[src/rtl/agent_ctrl_pkg.sv]
package agent_ctrl_pkg;

  // Built-in successor for flat entry index: blocked column first, then free.
  function automatic int dflt_next(input int idx);
    int k;
    if (idx < 3) return (idx + 1) % 3;
    if (idx < 6) return 3 + ((idx - 2) % 3);
    k = idx - 6;
    case (k)
      0: return 3;
      1: return 1;
      2: return 5;
      3: return 0;
      4: return 4;
      5: return 2;
      default: return 0;
    endcase
  endfunction

  // Built-in turn bit: 1 = right.
  function automatic bit dflt_turn(input int idx);
    if (idx < 6) return (idx >= 3);
    if (idx < 12) return ((idx - 6) % 2) == 1;
    return 1'b0;
  endfunction

endpackage

[src/rtl/agent_rule_table.sv]
module agent_rule_table
  import agent_ctrl_pkg::*;
#(
  parameter int N_STATES = 6,
  parameter int STATE_W  = 3,
  parameter int ENTRIES  = 2 * N_STATES,
  parameter int ADDR_W   = $clog2(ENTRIES)
) (
  input  logic               clk,
  input  logic               rst,
  input  logic               wr_en,
  input  logic [ADDR_W-1:0]  wr_addr,
  input  logic [STATE_W-1:0] wr_next,
  input  logic               wr_turn,
  input  logic [ADDR_W-1:0]  rd_addr,
  output logic [STATE_W-1:0] rd_next,
  output logic               rd_turn
);

  localparam int EW = STATE_W + 1;

  logic [EW-1:0]      mem [ENTRIES];
  logic [STATE_W-1:0] wr_next_cl;
  logic               wr_hit;

  // Out-of-range successors collapse to state 0.
  assign wr_next_cl = ({1'b0, wr_next} < (STATE_W+1)'(N_STATES)) ? wr_next : '0;
  assign wr_hit     = wr_en && ({1'b0, wr_addr} < (ADDR_W+1)'(ENTRIES));

  always_ff @(posedge clk) begin
    if (rst) begin
      for (int i = 0; i < ENTRIES; i++)
        mem[i] <= {dflt_turn(i), STATE_W'(dflt_next(i))};
    end else if (wr_hit) begin
      mem[wr_addr] <= {wr_turn, wr_next_cl};
    end
  end

  assign {rd_turn, rd_next} = mem[rd_addr];


  stored_next_range_chk: assert property (@(posedge clk) disable iff (rst)
    $past(!rst) |-> ({1'b0, rd_next} < (STATE_W+1)'(N_STATES)));

endmodule

[src/rtl/agent_turn_unit.sv]
module agent_turn_unit #(
  parameter int DIR_W = 2
) (
  input  logic [DIR_W-1:0] dir_in,
  input  logic             turn_right,
  input  logic             can_move,
  output logic [DIR_W-1:0] dir_out,
  output logic [1:0]       act_code
);

  always_comb begin
    if (turn_right) dir_out = dir_in + DIR_W'(1);
    else            dir_out = dir_in - DIR_W'(1);
    act_code = {can_move, turn_right};
  end

endmodule

[src/rtl/agent_ctrl_top.sv]
module agent_ctrl_top #(
  parameter int N_STATES = 6,
  parameter int STATE_W  = 3,
  parameter int DIR_W    = 2,
  parameter int ADDR_W   = 4
) (
  input  logic               clk,
  input  logic               rst,
  input  logic               tbl_we,
  input  logic [ADDR_W-1:0]  tbl_addr,
  input  logic [STATE_W-1:0] tbl_next,
  input  logic               tbl_turn,
  input  logic               step,
  input  logic               move_ok,
  input  logic [DIR_W-1:0]   cur_dir,
  input  logic [STATE_W-1:0] cur_state,
  output logic [STATE_W-1:0] nxt_state,
  output logic [DIR_W-1:0]   nxt_dir,
  output logic [1:0]         act,
  output logic               mv,
  output logic               out_valid
);

  localparam int ENTRIES = 2 * N_STATES;

  logic [STATE_W-1:0] row;
  logic [ADDR_W-1:0]  rd_idx;
  logic [STATE_W-1:0] lk_next;
  logic               lk_turn;
  logic [DIR_W-1:0]   dir_new;
  logic [1:0]         act_new;

  // Unused state codes fall back to the initial row.
  assign row    = ({1'b0, cur_state} < (STATE_W+1)'(N_STATES)) ? cur_state : '0;
  assign rd_idx = ADDR_W'(row) + (move_ok ? ADDR_W'(N_STATES) : '0);

  agent_rule_table #(
    .N_STATES (N_STATES),
    .STATE_W  (STATE_W),
    .ENTRIES  (ENTRIES),
    .ADDR_W   (ADDR_W)
  ) u_table (
    .clk     (clk),
    .rst     (rst),
    .wr_en   (tbl_we),
    .wr_addr (tbl_addr),
    .wr_next (tbl_next),
    .wr_turn (tbl_turn),
    .rd_addr (rd_idx),
    .rd_next (lk_next),
    .rd_turn (lk_turn)
  );

  agent_turn_unit #(.DIR_W(DIR_W)) u_turn (
    .dir_in     (cur_dir),
    .turn_right (lk_turn),
    .can_move   (move_ok),
    .dir_out    (dir_new),
    .act_code   (act_new)
  );

  always_ff @(posedge clk) begin
    if (rst) begin
      nxt_state <= '0;
      nxt_dir   <= '0;
      act       <= '0;
      mv        <= 1'b0;
      out_valid <= 1'b0;
    end else begin
      out_valid <= step;
      if (step) begin
        nxt_state <= lk_next;
        nxt_dir   <= dir_new;
        act       <= act_new;
        mv        <= move_ok;
      end
    end
  end


  valid_follows_step_chk: assert property (@(posedge clk) disable iff (rst)
    out_valid |-> $past(step));


  move_flag_chk: assert property (@(posedge clk) disable iff (rst)
    out_valid |-> (mv == $past(move_ok)) && (act[1] == mv));


  heading_step_chk: assert property (@(posedge clk) disable iff (rst)
    out_valid |-> (nxt_dir == $past(cur_dir) + DIR_W'(1) && act[0]) ||
                  (nxt_dir == $past(cur_dir) - DIR_W'(1) && !act[0]));


  hold_outputs_chk: assert property (@(posedge clk) disable iff (rst)
    (!step && !$past(rst)) |=> $stable(nxt_state) && $stable(nxt_dir) && $stable(act) && !out_valid);

endmodule

[config.mk]
export PLATFORM = sky130hd
export DESIGN_NAME = agent_ctrl_top
export DESIGN_NICKNAME = d
export VERILOG_FILES = /design/src/rtl/agent_ctrl_pkg.sv /design/src/rtl/agent_rule_table.sv /design/src/rtl/agent_turn_unit.sv /design/src/rtl/agent_ctrl_top.sv
export SDC_FILE = /design/constraint.sdc
export NUM_CORES = 1
export LEC_CHECK = 0
export BUFFER_PORTS_ARGS = -buffer_cell sky130_fd_sc_hd__buf_2
export CORE_AREA = 2 2 94 96
export DETAILED_ROUTE_END_ITERATION = 10
export DIE_AREA = 0 0 96 98
export PLACE_DENSITY = 0.61
export RECOVER_POWER = 25
export SYNTH_ARGS = -nofsm -noshare
export SYNTH_HDL_FRONTEND = slang
export SYNTH_SLANG_ARGS = --single-unit
[constraint.sdc]
create_clock -name clk -period 6.3 [get_ports clk]
set_input_delay 0.945 -clock clk [delete_from_list [all_inputs] [get_ports clk]]
set_output_delay 0.945 -clock clk [all_outputs]
set_load 0.1 [all_outputs]
==> flow_summary.yaml <==
synth:
  ys_types: 34
  synthSimpleGateAreaFrac: 0.154
  ys_seq_area_frac: 0.640
  synth.top_cell.area_share: 0.591
  post-synth-top-count-cell: "edfxtp_1"
  yosys-top-cells-count: "edfxtp_1, nor2_1, nand2_1"
  synth_fa_ha_area_frac: 0.0100
  synth_top_area_cell: "edfxtp_1"
  yosys_warnings: 0
  synth_area_leaders: "edfxtp_1, mux4_2, dfxtp_1"
  syn_area_um2: 3250
  synth_compound_area_frac: 0.0327
  synth_seq_cells: 72
  synth_top_family_by_area: "simple AND/OR/NAND/NOR gates"
  postSynthCellCount: 241
  async_flop_share: 0
  synth.avg_cell_area_um2: 13.5
  synth_xor_area_frac: 0.00538
  ys.flop_type: "edfxtp_1"
  muxShareOfSynthArea: 0.131
  synth_edf_count: 64
routing:
  wl_per_cell_um: 16.3
  drtIter0Drc: 121
  first_pass_iters: 4
  viasPerCell: 5.03
  final_antenna_net_count: 0
  wirelength_mm: 6.42
  drcViolationCount: 0
  num_vias: 1983
setup_path:
  critPathMostFrequentCell: "mux2i_1"
  cp-start-kind: "input pin"
  path_class: "in -> reg"
  path_depth: 8
  path_cells: "buf_2, nor2b_1, ha_1, mux2i_1, mux4_2, mux2i_1, xnor2_1, a211oi_2"
  crit_required_ps: 6560
  cpMaxStageDelayCell: "ha_1"
  crit_arrival_ps: 3460
  max_stage_delay_ps: 1010
  end_kind: "flop"
  critPathMaxFanout: 20
  crit_family: "adder cells"
  critPathBufInv: 1
  reg2reg_depth: 5
global_routing:
  antenna_found_initial: 0
  grt_usage: 0.152
  grt_max_degree: 22
  grt.overflow.total: 0
  grt_pass1_wl_mm: 10.4
  grt_pass1_vias: 2025
clock_tree:
  cts_buffer_depth: 2
  clk_pin_slew_worst_paths_ps: 70
  cts-root-buf: "clkbuf_8"
  htreeDepth: 3
  cts_tree: "built"
  cts_setup_buffers: 0
  clock_latency_ps: 350
  clock-sinks: 72
  cts_hold_buf: 0
  numCtsBuffers: 9
  ctsResizeCount: 0
floorplan:
  num_io_pins: 27
  die_area_um2: 9410
  core-area_um2: 8470
  start_util: 0.384
  die_h_um: 98
  die_w_um: 96
  rows: 34
status:
  outcome: "complete, no violations"
pwr:
  sw_frac_of_total: 0.253
  switching_power_w: 0.000278
  internal_power_w: 0.000822
  p_leak_nw: 1.35
  seqPwrFrac: 0.512
  power.share.clock: 0.354
  power.density_nw_per_um2: 295
  ir_drop_uv: 94.0
  comb_power_share: 0.134
layout:
  fin_util: 0.440
  layout.nets: 301
  area_delta_synth_final_pct: 14.5
  antennaDiodeCount: 0
  drive_above_1_share: 0.182
hold_path:
  min_path_type: "reg -> reg"
  hold_depth: 2
placed_design:
  place_congestion: 0.752
  dp_hpwl_mm: 4.54
  io_buffers: 26
sta:
  fin_tns_setup_ps: 0
  slew_headroom: 0.267
  tightestPinTransition_ps: 1100
  clock_skew_ps: 11.6
  finalSetupViolCount: 0
  maxSlewViolCount: 0
  grt_setup_unrepaired: "false"
  final-hold-violation-count: 0
  max_freq_ghz: 0.312
  final.min_clock_period_ps: 3200
  fin_crit_sh: 0.508
run:
  cap_violations: 0
==> logic make-up (layout without fill, tap and decap cells) <==
kind of cell / count (synthesis) / after routing
AO/OA/AOI/OAI: 13 / 13
flip-flops: 72 / 72
adder cells (fa/ha/maj): 2 / 2
multiplexers: 25 / 25
AND/OR/NAND/NOR: 107 / 107
buffers and inverters: 19 / 49
other: 1 / 16
XOR/XNOR: 2 / 2
==> power by group through the flow <==
| stage | Sequential [W] | Clock (W) | Combinational, W |
|---|---|---|---|
| 3_3_place_gp | 0.000573 | 0 | 0.000148 |
| 2_1_floorplan | 0.000602 | 0 | 0.0000847 |
| 3_5_place_dp | 0.000574 | 0 | 0.000150 |
| 5_1_grt | 0.000566 | 0.000419 | 0.000160 |
| 4_1_cts | 0.000563 | 0.000396 | 0.000150 |
| 6_report | 0.000563 | 0.000389 | 0.000148 |
==> worst paths after layout <==
path                  end               from  slack (ps)
max            nxt_dir[1]       cur_state[1]        3100
max reg2reg    nxt_dir[1]  u_table.mem[3][3]        4670
min reg2reg  nxt_state[0]       nxt_state[0]         470
min          nxt_state[0]       nxt_state[0]         470
==> through the flow <==
| step | instance area (um^2) | total power, W | worst slack [ps] | cells | hold slack, ps |
|---|---|---|---|---|---|
| floorplan | 3310 | 0.000687 | 3670 | 256 | 813 |
| global placement | 3520 | 0.000721 | 2770 | 378 | 472 |
| detailed placement | 3520 | 0.000724 | 2660 | 378 | 474 |
| CTS | 3730 | 0.00111 | 3030 | 394 | 484 |
| global route | 3720 | 0.00114 | 2870 | 394 | 524 |
| finish | 3720 | 0.00110 | 3100 | 394 | 474 |
==> registers in the layout, indices dropped and copies added, names as in the netlist <==
register     flops
u_table.mem     64
nxt_state        3
act              2
nxt_dir          2
out_valid        1
==> cell usage in the layout, fill, tap and decap left out, types with 8 or more instances in the layout <==
cell type  netlist  routed
nand2_1         27      27
nor2_1          36      36
edfxtp_1        64      64
conb_1           1      16
buf_2            2      22
mux4_2          14      14
nand2b_1        15      15
dfxtp_1          8       8
mux2i_1         11      11
clkbuf_8         0       9
==> layout make-up <==
class	count	area [um^2]
Sequential cell	72	2080
Inverter	6	22.5
Multi-Input combinational cell	165	1140
Tap cell	108	135
Clock buffer	9	124
Fill cell	789	4740
Timing Repair Buffer	27	133
Clock inverter	7	85.1
==> tightest hold or removal path, cell delays in order, from the launching register on <==
cell and delay (ps):
dfxtp_1 310, nand2b_1 60, a21oi_1 50
==> metal layers <==
metal / GRT usage / wire, um
met5: 0 / 0
met4: 0.0769 / 134
met3: 0.0324 / 362
met2: 0.222 / 2900
met1: 0.213 / 3020
No activity file was read; power rests on OpenSTA's default activity.
